$ cat config.mk
export PLATFORM = sky130hd
export DESIGN_NAME = alarm_countdown_timer
export DESIGN_NICKNAME = d
export VERILOG_FILES = /design/src/rtl/alarm_timer_pkg.sv /design/src/rtl/alarm_down_counter.sv /design/src/rtl/alarm_csr.sv /design/src/rtl/alarm_countdown_timer.sv
export SDC_FILE = /design/constraint.sdc
export NUM_CORES = 1
export LEC_CHECK = 0
export BUFFER_PORTS_ARGS = -buffer_cell sky130_fd_sc_hd__buf_2
export CAP_MARGIN = 10
export CELL_PAD_IN_SITES_DETAIL_PLACEMENT = 0
export CELL_PAD_IN_SITES_GLOBAL_PLACEMENT = 1
export CORE_AREA = 2 2 96 98
export CTS_BUF_LIST = sky130_fd_sc_hd__clkbuf_4 sky130_fd_sc_hd__clkbuf_8
export DETAILED_ROUTE_END_ITERATION = 7
export DIE_AREA = 0 0 98 100
export HOLD_SLACK_MARGIN = 0.05
export PLACE_DENSITY = 0.81
export SLEW_MARGIN = 40
export SYNTH_ARGS = -nofsm -noshare
export SYNTH_HDL_FRONTEND = slang
export SYNTH_SLANG_ARGS = --single-unit
$ cat constraint.sdc
create_clock -name clk -period 3.71 [get_ports clk]
set_input_delay 0.5565 -clock clk [delete_from_list [all_inputs] [get_ports clk]]
set_output_delay 0.5565 -clock clk [all_outputs]
set_load 0.01 [all_outputs]
$ cat src/rtl/alarm_timer_pkg.sv
package alarm_timer_pkg;
    // control byte field positions (fixed by the register layout)
    localparam int CTRL_EN_BIT   = 6;
    localparam int CTRL_MODE_BIT = 2;
    localparam int CTRL_IE_BIT   = 0;
    localparam int STAT_FLAG_BIT = 0;

    typedef struct packed {
        logic en;
        logic mode;
        logic ie;
    } ctrl_t;
endpackage

$ cat src/rtl/alarm_down_counter.sv
module alarm_down_counter #(
    parameter int CNT_W = 24
) (
    input  logic             clk,
    input  logic             rst,
    input  logic             tick,
    input  logic             enable,
    input  logic             load,
    input  logic [CNT_W-1:0] seed,
    output logic [CNT_W-1:0] count,
    output logic             expire
);
    typedef struct packed {
        logic [CNT_W-1:0] cnt;
    } cnt_state_t;

    cnt_state_t st_d, st_q;
    logic       run;

    always_comb begin
        st_d   = st_q;
        expire = 1'b0;
        run    = enable && (seed != '0);
        if (load) begin
            st_d.cnt = seed;
        end else if (tick && run) begin
            if (st_q.cnt <= CNT_W'(1)) begin
                expire   = 1'b1;
                st_d.cnt = seed;
            end else begin
                st_d.cnt = st_q.cnt - CNT_W'(1);
            end
        end
    end

    always_ff @(posedge clk) begin
        if (rst) st_q <= '0;
        else     st_q <= st_d;
    end

    assign count = st_q.cnt;


    load_seed_chk: assert property (@(posedge clk) disable iff (rst)
        load |=> count == $past(seed));


    reload_chk: assert property (@(posedge clk) disable iff (rst)
        expire |=> count == $past(seed));


    idle_hold_chk: assert property (@(posedge clk) disable iff (rst)
        (!load && !tick) |=> $stable(count));
endmodule

$ cat src/rtl/alarm_csr.sv
module alarm_csr
    import alarm_timer_pkg::*;
#(
    parameter int CNT_BYTES = 3,
    parameter int ADDR_W    = 5,
    parameter int BASE      = 4
) (
    input  logic                   clk,
    input  logic                   rst,
    input  logic                   wr_en,
    input  logic                   rd_en,
    input  logic [ADDR_W-1:0]      addr,
    input  logic [7:0]             wdata,
    input  logic [8*CNT_BYTES-1:0] count,
    input  logic                   expire,
    output logic [8*CNT_BYTES-1:0] seed,
    output logic                   enable,
    output logic                   load,
    output logic [7:0]             rdata,
    output logic                   irq_n
);
    localparam int CNT_W     = 8 * CNT_BYTES;
    localparam int CTRL_ADDR = BASE + CNT_BYTES;
    localparam int STAT_ADDR = CTRL_ADDR + 1;

    typedef struct packed {
        logic [CNT_W-1:0] seed;
        ctrl_t            ctrl;
        logic             flag;
        logic [CNT_W-1:0] snap;
        logic [7:0]       rdata;
    } csr_state_t;

    csr_state_t st_d, st_q;

    logic [CNT_BYTES-1:0] byte_wr;
    logic [CNT_BYTES-1:0] byte_rd;
    logic                 ctrl_wr;
    logic                 stat_clr;

    // one address decoder per counter byte
    for (genvar g = 0; g < CNT_BYTES; g++) begin : g_byte_dec
        assign byte_wr[g] = wr_en && (addr == ADDR_W'(BASE + g));
        assign byte_rd[g] = rd_en && (addr == ADDR_W'(BASE + g));
    end

    assign ctrl_wr  = wr_en && (addr == ADDR_W'(CTRL_ADDR));
    assign stat_clr = wr_en && (addr == ADDR_W'(STAT_ADDR)) && !wdata[STAT_FLAG_BIT];
    assign load     = ctrl_wr && wdata[CTRL_EN_BIT] && !st_q.ctrl.en;

    always_comb begin
        st_d = st_q;

        for (int i = 0; i < CNT_BYTES; i++) begin
            if (byte_wr[i]) st_d.seed[8*i +: 8] = wdata;
        end

        if (ctrl_wr) begin
            st_d.ctrl.en   = wdata[CTRL_EN_BIT];
            st_d.ctrl.mode = wdata[CTRL_MODE_BIT];
            st_d.ctrl.ie   = wdata[CTRL_IE_BIT];
        end

        // a fresh expiry outranks a clear in the same cycle
        st_d.flag = expire || (st_q.flag && !stat_clr);

        if (rd_en) begin
            st_d.rdata = 8'h00;
            if (byte_rd[0]) begin
                st_d.snap  = count;
                st_d.rdata = count[7:0];
            end
            for (int i = 1; i < CNT_BYTES; i++) begin
                if (byte_rd[i]) st_d.rdata = st_q.snap[8*i +: 8];
            end
            if (addr == ADDR_W'(CTRL_ADDR)) begin
                st_d.rdata                = 8'h00;
                st_d.rdata[CTRL_EN_BIT]   = st_q.ctrl.en;
                st_d.rdata[CTRL_MODE_BIT] = st_q.ctrl.mode;
                st_d.rdata[CTRL_IE_BIT]   = st_q.ctrl.ie;
            end
            if (addr == ADDR_W'(STAT_ADDR)) begin
                st_d.rdata                = 8'h00;
                st_d.rdata[STAT_FLAG_BIT] = st_q.flag;
            end
        end
    end

    always_ff @(posedge clk) begin
        if (rst) st_q <= '0;
        else     st_q <= st_d;
    end

    assign seed   = st_q.seed;
    assign enable = st_q.ctrl.en;
    assign rdata  = st_q.rdata;
    assign irq_n  = !(st_q.flag && st_q.ctrl.mode && st_q.ctrl.ie);


    flag_set_chk: assert property (@(posedge clk) disable iff (rst)
        expire |=> st_q.flag);


    flag_sticky_chk: assert property (@(posedge clk) disable iff (rst)
        (st_q.flag && !(wr_en && addr == ADDR_W'(STAT_ADDR) && !wdata[STAT_FLAG_BIT]))
        |=> st_q.flag);


    irq_quiet_chk: assert property (@(posedge clk) disable iff (rst)
        !st_q.flag |-> irq_n);


    snap_capture_chk: assert property (@(posedge clk) disable iff (rst)
        (rd_en && addr == ADDR_W'(BASE)) |=> st_q.snap == $past(count));


    rdata_hold_chk: assert property (@(posedge clk) disable iff (rst)
        !rd_en |=> $stable(rdata));
endmodule

$ cat src/rtl/alarm_countdown_timer.sv
module alarm_countdown_timer #(
    parameter int CNT_BYTES = 3,
    parameter int ADDR_W    = 5,
    parameter int BASE      = 4
) (
    input  logic              clk,
    input  logic              rst,
    input  logic              tick,
    input  logic              wr_en,
    input  logic              rd_en,
    input  logic [ADDR_W-1:0] addr,
    input  logic [7:0]        wdata,
    output logic [7:0]        rdata,
    output logic              irq_n
);
    localparam int CNT_W = 8 * CNT_BYTES;

    logic [CNT_W-1:0] seed;
    logic [CNT_W-1:0] count;
    logic             enable;
    logic             load;
    logic             expire;

    alarm_csr #(
        .CNT_BYTES (CNT_BYTES),
        .ADDR_W    (ADDR_W),
        .BASE      (BASE)
    ) u_csr (
        .clk    (clk),
        .rst    (rst),
        .wr_en  (wr_en),
        .rd_en  (rd_en),
        .addr   (addr),
        .wdata  (wdata),
        .count  (count),
        .expire (expire),
        .seed   (seed),
        .enable (enable),
        .load   (load),
        .rdata  (rdata),
        .irq_n  (irq_n)
    );

    alarm_down_counter #(
        .CNT_W (CNT_W)
    ) u_cnt (
        .clk    (clk),
        .rst    (rst),
        .tick   (tick),
        .enable (enable),
        .load   (load),
        .seed   (seed),
        .count  (count),
        .expire (expire)
    );


    reset_irq_chk: assert property (@(posedge clk)
        $past(rst) |-> irq_n);
endmodule

**Word-level counts from Yosys, hierarchy flattened**

Index checks and enable logic that the tools add are counted.

- Flip-flop bits (word level): 84
- Output and inout bits: 9

- Add/subtract/negate cells: 1
- Order comparisons: 1
- Equality and inequality tests: 5
- Multiplexer cells: 11
- Reduce and logical (&&, ||, !) cells: 24

Operators with widths:

| operator | count |
|---|---|
| $mux W24 | 3 |
| $mux W8 | 5 |
| $le A24 B1 Y1 const B | 1 |
| $reduce_bool A24 Y1 | 1 |
| $sub A24 B1 Y24 const B | 1 |
| $eq A5 B3 Y1 const B | 4 |
| $logic_and A1 B1 Y1 | 16 |
| $eq A5 B4 Y1 const B | 1 |
| $logic_not A1 Y1 | 4 |
| $mux W1 | 3 |
| $reduce_and A2 Y1 | 1 |
| $reduce_bool A2 Y1 | 1 |
| $logic_or A1 B1 Y1 | 1 |

**Depth between registers and ports, before layout**

Gate-level depths: netlist (run 1).

- Depth in word-level cells: 7
- Depth in mapped cells: 8
- Mapped depth without buffers: 7

**Hierarchy**

From an unflattened synthesis (run 1), not the netlist that was laid out.

- Cells, all modules: 494
- Area, all modules: 4,172.8 µm²

By module, submodules not included:

| module | times used | cells each | area each (µm²) | seq. area each (µm²) |
|---|---|---|---|---|
| alarm_csr | 1 | 266 | 2,409.8 | 1,041.0 |
| alarm_down_counter | 1 | 228 | 1,762.9 | 480.5 |

**Worst setup path before layout (run 1)**

Ideal clock, no wire load.

- Kind: register -> register
- Start point: reg u_cnt.st_q (netlist bit u_cnt.count[4])
- End point: reg u_cnt.st_q (netlist bit u_cnt.count[10])
- Setup time: 0.122 ns
- Data arrival time: 1.990 ns
- Data required time: 3.588 ns
- Path slack: 1.599 ns
- Stages on the path, launching flop included: 8
- Buffers on the path: 2
- Cell sequence: dfxtp_1 -> buf_6 -> or4_4 -> buf_6 -> nor4_4 -> and2_4 -> nor3_1 -> a221o_1

- Word-level cells in the longest chain between the ends: 4
- Elaborated cells between the ends (all ways): 5
- Those cells by class: add/sub: 1; order compare: 1; mux: 3

Ends and longest elaborated chain:

| element | line | source |
|---|---|---|
| start, declared | alarm_down_counter.sv:17 | `cnt_state_t st_d, st_q;` |
| start signal, assigned | alarm_down_counter.sv:38 | `else st_q <= st_d;` |
| $sub A24 B1 Y24 / $le A24 B1 Y1 (equally long branches) | alarm_down_counter.sv:31, alarm_down_counter.sv:27 |  |
| $mux W24 * | alarm_down_counter.sv:27 | `if (st_q.cnt <= CNT_W'(1)) begin` |
| $mux W24 * | alarm_down_counter.sv:26 | `end else if (tick && run) begin` |
| $mux W24 * | alarm_down_counter.sv:24 | `if (load) begin` |

Every way passes the cells marked *; elsewhere a longest branch is shown, timed or not. The select of a mux whose other input is x is not followed.
A chain may end at the register's enable or synchronous reset.

**Worst setup path in the final report (run 1)**

- Start point: reg u_cnt.st_q (netlist bit u_cnt.count[12])
- End point: reg u_cnt.st_q (netlist bit u_cnt.count[6])

- Word-level cells in the longest chain between the ends: 4

Ends and longest elaborated chain:

| element | line |
|---|---|
| $le A24 B1 Y1 | alarm_down_counter.sv:27 |
| $mux W24 | alarm_down_counter.sv:27 |
| $mux W24 | alarm_down_counter.sv:26 |
| $mux W24 | alarm_down_counter.sv:24 |

No other way between the ends. The select of a mux whose other input is x is not followed.

==> results of run 1 <==
## cell type report
type | count | area, sq um | share of cell area (%)
sequential | 76 | 1520 | 35.9
multi-input combinational | 325 | 2130 | 50.3
inverter | 10 | 37.5 | 0.887
clock inverter | 6 | 93.8 | 2.22
timing repair buffer | 32 | 175 | 4.14
tap | 111 | 139 | 3.28
clock buffer | 10 | 138 | 3.25
## critical path: cells and delay by family (launching register included)
| family | cells | cell delay (ns) |
|---|---|---|
| AO/OA/AOI/OAI | 2 | 0.40 |
| flip-flops | 1 | 0.42 |
| AND/OR/NAND/NOR | 3 | 1.64 |
## synthesized netlist by cell type, types with 2 or more instances
| master | count | area [sq um] |
|---|---|---|
| sky130_fd_sc_hd__nand4_1 | 4 | 25.0 |
| sky130_fd_sc_hd__mux2i_1 | 43 | 430 |
| sky130_fd_sc_hd__o22ai_1 | 10 | 62.6 |
| sky130_fd_sc_hd__nor2b_1 | 3 | 18.8 |
| sky130_fd_sc_hd__a311oi_1 | 2 | 17.5 |
| sky130_fd_sc_hd__a22oi_1 | 9 | 67.6 |
| sky130_fd_sc_hd__and3_1 | 3 | 18.8 |
| sky130_fd_sc_hd__a211o_1 | 3 | 26.3 |
| sky130_fd_sc_hd__nor3_1 | 9 | 45.0 |
| sky130_fd_sc_hd__dfxtp_1 | 76 | 1520 |
| sky130_fd_sc_hd__nand3b_1 | 2 | 15.0 |
| sky130_fd_sc_hd__a21oi_1 | 31 | 155 |
| sky130_fd_sc_hd__ha_1 | 2 | 25.0 |
| sky130_fd_sc_hd__nand2_1 | 54 | 203 |
| sky130_fd_sc_hd__a221o_1 | 2 | 20.0 |
| sky130_fd_sc_hd__nand3_1 | 15 | 75.1 |
| sky130_fd_sc_hd__and2_1 | 2 | 12.5 |
| sky130_fd_sc_hd__buf_6 | 4 | 45.0 |
| sky130_fd_sc_hd__nor2_1 | 51 | 191 |
| sky130_fd_sc_hd__o211a_1 | 3 | 30.0 |
| sky130_fd_sc_hd__inv_1 | 10 | 37.5 |
| sky130_fd_sc_hd__or4_1 | 4 | 30.0 |
| sky130_fd_sc_hd__buf_4 | 8 | 60.1 |
| sky130_fd_sc_hd__nand2b_1 | 2 | 12.5 |
| sky130_fd_sc_hd__a22o_1 | 5 | 43.8 |
| sky130_fd_sc_hd__mux4_2 | 3 | 67.6 |
| sky130_fd_sc_hd__o311a_1 | 2 | 20.0 |
| sky130_fd_sc_hd__a222oi_1 | 5 | 50.1 |
| sky130_fd_sc_hd__or3_1 | 3 | 18.8 |
| sky130_fd_sc_hd__o32ai_1 | 5 | 43.8 |
| sky130_fd_sc_hd__nor4_1 | 20 | 125 |
| sky130_fd_sc_hd__clkbuf_1 | 21 | 78.8 |
| sky130_fd_sc_hd__o2111ai_1 | 2 | 17.5 |
| sky130_fd_sc_hd__or4_4 | 2 | 22.5 |
## per-layer routing
metal / up-vias / global-route usage [%] / share of wire (%)
li1: 1661 / - / -
met1: 1683 / 33.1 / 47
met2: 150 / 36.0 / 45
met3: 25 / 4.39 / 6.1
met4: 0 / 7.91 / 2.2
met5: - / 0 / 0
## stage by stage
stage / hold slack (ns) / worst slack, ns / power (mW) / cells
final: 0.440 / 1.12 / 1.62 / 570
after global routing: 0.450 / 0.942 / 1.67 / 570
after CTS: 0.437 / 1.18 / 1.63 / 570
after detailed placement: 0.447 / 1.20 / 0.905 / 554
after global placement: 0.442 / 1.21 / 0.904 / 554
after floorplan: 0.433 / 1.60 / 0.878 / 445
## flip-flops by register name, summed over array words and instances, names as in the netlist
signal,flops
u_cnt.count,24
u_csr.enable,1
u_csr.rdata,8
u_csr.seed,24
u_csr.st_q,19
## path summary, 6_finish.rpt
kind	start	to	slack, ns
max	u_cnt.count[12]	u_cnt.count[6]	1.12
min	rd_en	u_csr.rdata[0]	0.44
max reg2reg	u_cnt.count[12]	u_cnt.count[6]	1.12
min reg2reg	u_csr.st_q[28]	u_csr.st_q[28]	0.46
## power by group
group	internal, mW	switching (mW)	leakage [nW]
Combinational	0.0204	0.0454	1.06
Sequential	0.817	0.00285	0.612
Clock	0.403	0.330	0.113
Total	1.24	0.378	1.79
## logic make-up after synthesis
| group | synth area share [%] |
|---|---|
| fa+ha+maj | 0.647 |
| buf+inv | 5.86 |
| mux | 12.9 |
| compound gates | 17.4 |
| simple gates | 23.8 |
| flops | 39.4 |
==> flow_metrics.tcl, run 1 <==
set metrics [dict create \
    outcome "finished clean" \
    crit_path_cell_trace "or4_4 -> nor2_1 -> nand3_1 -> a21oi_1 -> o22ai_1" \
    syn_area_per_cell_sq_um 8.69 \
    worst-endpoint-required_ns 3.92 \
    cap_violations 0 \
    critical_path.slowest_cell "sky130_fd_sc_hd__or4_4" \
    ys_warn_count 0 \
    num_io_pins 27 \
    htree_levels 3 \
    floorplan.die.height_um 100 \
    clock_transition_at_the_registers_of_the_reported_paths_ns 0.08 \
    layout.filler_cells 892 \
    hold_buffers 0 \
    utilization_of_the_core_after_routing_pct 47.6 \
    portBuffers 26 \
    finalNetCount 474 \
    relSlewSlack_pct 49.8 \
    layout_commonest_cell "sky130_fd_sc_hd__dfxtp_1" \
    drt-total-wl_um 11200 \
    grt_setup_unrepaired "no" \
    finalWeightedCongestion 0.969 \
    antennaDiodeCount 0 \
    fin_worst_skew_ns 0.00788 \
    max_slew_vio_count 0 \
    data_arrival_time_of_the_critical_path_ns 2.80 \
    die-area_sq_um 9800 \
    number_of_antenna_violations_at_the_first_check_in_global_routing 0 \
    final_cell_mix "76 x sky130_fd_sc_hd__dfxtp_1, 54 x sky130_fd_sc_hd__nand2_1, 51 x sky130_fd_sc_hd__nor2_1" \
    critPathMaxStageDelay_ns 0.64 \
    end_kind "flip-flop" \
    cts_tree "built" \
    cts.path.max_buffers 2 \
    routed_antenna_nets 0 \
    cellPowerDensity_nw_per_um2 382 \
    ys_dominant_reg_cell "sky130_fd_sc_hd__dfxtp_1" \
    core-area_sq_um 8890 \
    grtUsageTotal_pct 23.4 \
    floorplan.rows 35 \
    vias_in_the_first_global_route 3283 \
    post_drt_wl_per_cell_um 19.6 \
    hold_depth 2 \
    finish.instance_area_sq_um 4230 \
    postCtsSetupBuffers 0 \
    irDropWorstVdd_v 0.000268 \
    grt_remaining_overflow 0 \
    root_buffer "sky130_fd_sc_hd__clkbuf_8" \
    path_class "reg -> reg" \
    fmax_ghz 0.386 \
    tightest_slew_ns 0.753 \
    clk_latency_ns 0.36 \
    drt-vias-per-instance 6.17 \
    postSynth.asyncResetShare_pct 0 \
    placedInstanceArea_sq_um 3990 \
    cts-buffers-inserted 9 \
    die_width_um 98 \
    final-setup-viol-count 0 \
    synth_edf_count 0 \
    worstHoldPathType "in -> reg" \
    grt_start_max_net_pins 39 \
    cts_sinks 76 \
    global_route_wire_length_before_repair_um 18000 \
    remaining_drc_errors 0 \
    r2r_cells 5 \
    post-route-period-util_pct 69.8 \
    hpwlAfterDp_um 8030 \
    firstDrtPassIters 6 \
    fin_hold_viols 0 \
    crit_path_max_fanout 10 \
    nets_in_the_synthesized_netlist 465 \
    synthCells 445 \
    synth_cell_types 59 \
    tns_ns 0 \
    leakage_nw 1.79 \
    initial_utilization_pct 43.5 \
    startpoint_class "flip-flop" \
    dr_vias 3519 \
    drt-initial-drc-count 571 \
    post_route_cells_drive_above_1_share_pct 13.9 \
    synth.ff_latch_count 76 \
    final.min_clock_period_ns 2.59 \
    synth.yosys.seq_area_share_pct 39.4 \
    synth_area_sq_um 3860 \
    syn_to_final_growth_pct 9.55 \
    post_cts.resized_instances 0 \
]
(Power assumes the default switching activity.)
==> run 2, diff against run 1 <==
==> constraint.sdc (replaced) <==
create_clock -name clk -period 2.45 [get_ports clk]
set_input_delay 0.3675 -clock clk [delete_from_list [all_inputs] [get_ports clk]]
set_output_delay 0.3675 -clock clk [all_outputs]
set_load 0.01 [all_outputs]
==> flow_metrics.tcl, run 2 (synthesis results as in run 1) <==
set metrics [dict create \
    final.min_clock_period_ns 2.28 \
    startpoint_class "flip-flop" \
    utilization_of_the_core_after_routing_pct 49.9 \
    hold_buffers 0 \
    post_route_cells_drive_above_1_share_pct 18.8 \
    core-area_sq_um 8890 \
    final-setup-viol-count 0 \
    die-area_sq_um 9800 \
    post_drt_wl_per_cell_um 19.5 \
    outcome "finished clean" \
    htree_levels 3 \
    num_io_pins 27 \
    critical_path_buf_inv_count 1 \
    critical_path.top_delay_family "simple AND/OR/NAND/NOR gates" \
    irDropWorstVdd_v 0.000315 \
    fmax_ghz 0.438 \
    drt-vias-per-instance 6.03 \
    total_design_power_mw 2.36 \
    critical_path.slowest_cell "sky130_fd_sc_hd__or3b_1" \
    fin_worst_skew_ns 0.00981 \
    grt_start_max_net_pins 30 \
    grtUsageTotal_pct 24.9 \
    cts-buffers-inserted 9 \
    path_class "reg -> reg" \
    postCtsSetupBuffers 0 \
    worstHoldPathType "in -> reg" \
    root_buffer "sky130_fd_sc_hd__clkbuf_8" \
    finalNetCount 504 \
    flip_flop_and_latch_area_sq_um 1520 \
    end_kind "flip-flop" \
    grt_remaining_overflow 0 \
    layout.filler_cells 864 \
    clk_latency_ns 0.36 \
    final.setup.worst_slack_ns 0.166 \
    layout_commonest_cell "sky130_fd_sc_hd__dfxtp_1" \
    finalWeightedCongestion 0.986 \
    clock_transition_at_the_registers_of_the_reported_paths_ns 0.08 \
    hpwlAfterDp_um 8720 \
    initial_utilization_pct 43.5 \
    routed_antenna_nets 0 \
    post-route-period-util_pct 93.2 \
    tns_ns 0 \
    cts.path.max_buffers 2 \
    number_of_antenna_violations_at_the_first_check_in_global_routing 0 \
    fin_hold_viols 0 \
    firstDrtPassIters 5 \
    vias_in_the_first_global_route 3497 \
    cellPowerDensity_nw_per_um2 532 \
    final_cell_mix "76 x sky130_fd_sc_hd__dfxtp_1, 54 x sky130_fd_sc_hd__nand2_1, 51 x sky130_fd_sc_hd__nor2_1" \
    portBuffers 26 \
    multi_input_comb_area_sq_um 2120 \
    relSlewSlack_pct 62.1 \
    worst-endpoint-required_ns 2.71 \
    drt-initial-drc-count 296 \
    antennaDiodeCount 0 \
    die_width_um 98 \
    crit_path_cell_trace "inv_1 -> ha_1 -> or3b_1 -> nor4_1 -> a22oi_1 -> o211a_1 -> a211o_1" \
    post_cts.resized_instances 0 \
    drt-total-wl_um 11700 \
    critPathMaxStageDelay_ns 0.47 \
    data_arrival_time_of_the_critical_path_ns 2.54 \
    remaining_drc_errors 0 \
    grt_setup_unrepaired "no" \
    cts_tree "built" \
    cap_violations 0 \
    floorplan.rows 35 \
    global_route_wire_length_before_repair_um 19100 \
    syn_to_final_growth_pct 14.8 \
    crit_path_max_fanout 6 \
    dr_vias 3616 \
    leakage_nw 1.92 \
    max_slew_vio_count 0 \
    tightest_slew_ns 0.567 \
    floorplan.die.height_um 100 \
    place_ws_ns 0.180 \
    cts_sinks 76 \
]
==> run 2: metal layers <==
metal,part of all wire [%],vias up,global-route usage [%]
met4,1.7,0,9.08
met5,0,-,0
met2,46,121,39.3
li1,-,1719,-
met1,46,1758,34.4
met3,5.5,18,4.25
==> run 2: final timing paths <==
path / from / to / slack [ns] / cells past startpoint
max reg2reg: u_cnt.count[0] / u_cnt.count[22] / 0.17 / 7
max: u_cnt.count[0] / u_cnt.count[22] / 0.17 / 7
min: rd_en / u_csr.rdata[0] / 0.25 / 2
min reg2reg: u_csr.st_q[24] / u_csr.st_q[24] / 0.46 / 2
==> run 2: layout make-up <==
type / instances / area share [%]
clock inverter: 6 / 1.61
tap: 111 / 3.13
inverter: 10 / 0.846
sequential: 76 / 34.3
clock buffer: 10 / 3.10
timing repair buffer: 62 / 9.31
multi-input combinational: 325 / 47.7
==> run 2: power breakdown <==
group / total, mW / switching (mW) / internal (mW)
registers: 1.24 / 0.00455 / 1.24
logic: 0.108 / 0.0717 / 0.0362
clock network: 1.01 / 0.506 / 0.505
total: 2.36 / 0.583 / 1.78
==> run 2: stage by stage <==
step	hold slack, ns	cells	cell area, sq um
global placement	0.441	584	4230
global route	0.255	600	4440
floorplan	0.433	445	3860
finish	0.253	600	4440
CTS	0.245	600	4440
detailed placement	0.447	584	4230
==> run 3, diff against run 2 <==
--- a/config.mk
+++ b/config.mk
@@ -13,6 +13,7 @@
 export CTS_BUF_LIST = sky130_fd_sc_hd__clkbuf_4 sky130_fd_sc_hd__clkbuf_8
 export DETAILED_ROUTE_END_ITERATION = 7
 export DIE_AREA = 0 0 98 100
+export GPL_TIMING_DRIVEN = 0
 export HOLD_SLACK_MARGIN = 0.05
 export PLACE_DENSITY = 0.81
 export SLEW_MARGIN = 40
==> flow_metrics.tcl, run 3 (synthesis results as in run 1) <==
set metrics [dict create \
    remaining_drc_errors 0 \
    final.setup.worst_slack_ns 0.0752 \
    final.min_clock_period_ns 2.37 \
    leakage_nw 1.86 \
    grt_remaining_overflow 0 \
    htree_levels 3 \
    initial_utilization_pct 43.5 \
    tightest_slew_ns 0.748 \
    irDropWorstVdd_v 0.000376 \
    r2r_cells 7 \
    finalNetCount 500 \
    drt-vias-per-instance 6.13 \
    combPwrFrac_pct 4.7 \
    finalWeightedCongestion 0.915 \
    fmax_ghz 0.421 \
    core-area_sq_um 8890 \
    place_ws_ns -0.0984 \
    cts.path.max_buffers 2 \
    portBuffers 23 \
    grtUsageTotal_pct 24.5 \
    grt_setup_unrepaired "no" \
    antennaDiodeCount 0 \
    end_kind "flip-flop" \
    post_drt_wl_per_cell_um 20.0 \
    fin_worst_skew_ns 0.00948 \
    max_slew_vio_count 0 \
    cap_violations 0 \
    cts_sinks 76 \
    floorplan.rows 35 \
    post_route_cells_drive_above_1_share_pct 16.3 \
    switchingPower_mw 0.562 \
    drt-total-wl_um 11900 \
    tns_ns 0 \
    firstDrtPassIters 5 \
    startpoint_class "flip-flop" \
    worst-endpoint-required_ns 2.69 \
    floorplan.die.height_um 100 \
    grt_start_max_net_pins 14 \
    crit_path_max_fanout 9 \
    power.switching_fraction_pct 25.2 \
    number_of_antenna_violations_at_the_first_check_in_global_routing 0 \
    dr_vias 3656 \
    cts-buffers-inserted 9 \
    seq_power_share_pct 55.8 \
    clock_transition_at_the_registers_of_the_reported_paths_ns 0.08 \
    layout_commonest_cell "sky130_fd_sc_hd__dfxtp_1" \
    relSlewSlack_pct 49.6 \
    path_class "reg -> reg" \
    cellPowerDensity_nw_per_um2 510 \
    final_cell_mix "76 x sky130_fd_sc_hd__dfxtp_1, 54 x sky130_fd_sc_hd__nand2_1, 50 x sky130_fd_sc_hd__nor2_1" \
    clk_latency_ns 0.35 \
    power.internal_mw 1.66 \
    cts_tree "built" \
    drt-initial-drc-count 279 \
    num_io_pins 27 \
    root_buffer "sky130_fd_sc_hd__clkbuf_8" \
    outcome "finished clean" \
    final-setup-viol-count 0 \
    post-route-period-util_pct 96.9 \
    die_width_um 98 \
    syn_to_final_growth_pct 13.0 \
    hpwlAfterDp_um 9030 \
    global_route_wire_length_before_repair_um 18700 \
    die-area_sq_um 9800 \
    fin_hold_viols 0 \
    routed_antenna_nets 0 \
    layout.filler_cells 875 \
    data_arrival_time_of_the_critical_path_ns 2.61 \
    vias_in_the_first_global_route 3409 \
    power_frac_clock_pct 39.4 \
    worstHoldPathType "in -> reg" \
    hold_depth 2 \
]
-- run 3: path summary, 6_finish.rpt --
check / from / endpoint / slack (ns)
setup / recovery: u_cnt.count[4] / u_cnt.count[10] / 0.08
hold / removal: rd_en / u_csr.rdata[0] / 0.26
setup reg to reg: u_cnt.count[4] / u_cnt.count[10] / 0.08
hold reg to reg: u_csr.st_q[18] / u_csr.st_q[18] / 0.46
-- run 3: cell type report --
type	instances	area (sq um)	area share, %
clock inverters	6	40.0	0.917
clock buffers	10	138	3.15
flip-flops and latches	76	1520	34.8
well taps	111	139	3.18
plain buffers	34	191	4.38
multi-input cells	325	2180	49.9
repair buffers	24	123	2.81
inverters	10	37.5	0.859
-- run 3: layer usage --
metal | vias to the layer above | global-route usage (%) | part of all wire (%)
met5 | - | 0 | 0
met4 | 0 | 9.94 | 2.8
met3 | 37 | 5.01 | 6.6
met2 | 157 | 38.4 | 46
met1 | 1748 | 33.2 | 44
li1 | 1714 | - | -
-- run 3: stage by stage --
step	hold slack [ns]	cell area [sq um]	utilization, %	power [mW]	cells
after floorplan	0.433	3860	-	1.33	445
after global placement	0.441	4120	46.3	1.37	579
after detailed placement	0.447	4140	46.5	1.37	579
after CTS	0.259	4340	48.8	2.23	595
after global routing	0.282	4370	49.1	2.30	596
final	0.265	4370	49.1	2.23	596
-- run 3: power by group through the flow --
| stage | clock network (mW) | logic [mW] | registers, mW |
|---|---|---|---|
| global placement | 0 | 0.101 | 1.27 |
| finish | 0.878 | 0.105 | 1.24 |
| CTS | 0.887 | 0.104 | 1.24 |
| global route | 0.943 | 0.114 | 1.24 |
| detailed placement | 0 | 0.103 | 1.27 |
| floorplan | 0 | 0.0601 | 1.27 |
-- run 3: worst max-delay path, cell delays in order (launching register included) --
cell,delay (ns)
sky130_fd_sc_hd__dfxtp_1,0.31
sky130_fd_sc_hd__buf_6,0.13
sky130_fd_sc_hd__or4_4,0.53
sky130_fd_sc_hd__buf_6,0.16
sky130_fd_sc_hd__nor4_4,0.43
sky130_fd_sc_hd__and2_4,0.27
sky130_fd_sc_hd__nor3_1,0.07
sky130_fd_sc_hd__a221o_1,0.35
-- run 3: what timing repair did --
action | CTS | global route
buffers inserted | 0 | 1
setup endpoints to repair | 16 | 16
hold buffers | 0 | 0
pin swaps | 0 | 2
resized for setup | 5 | 7
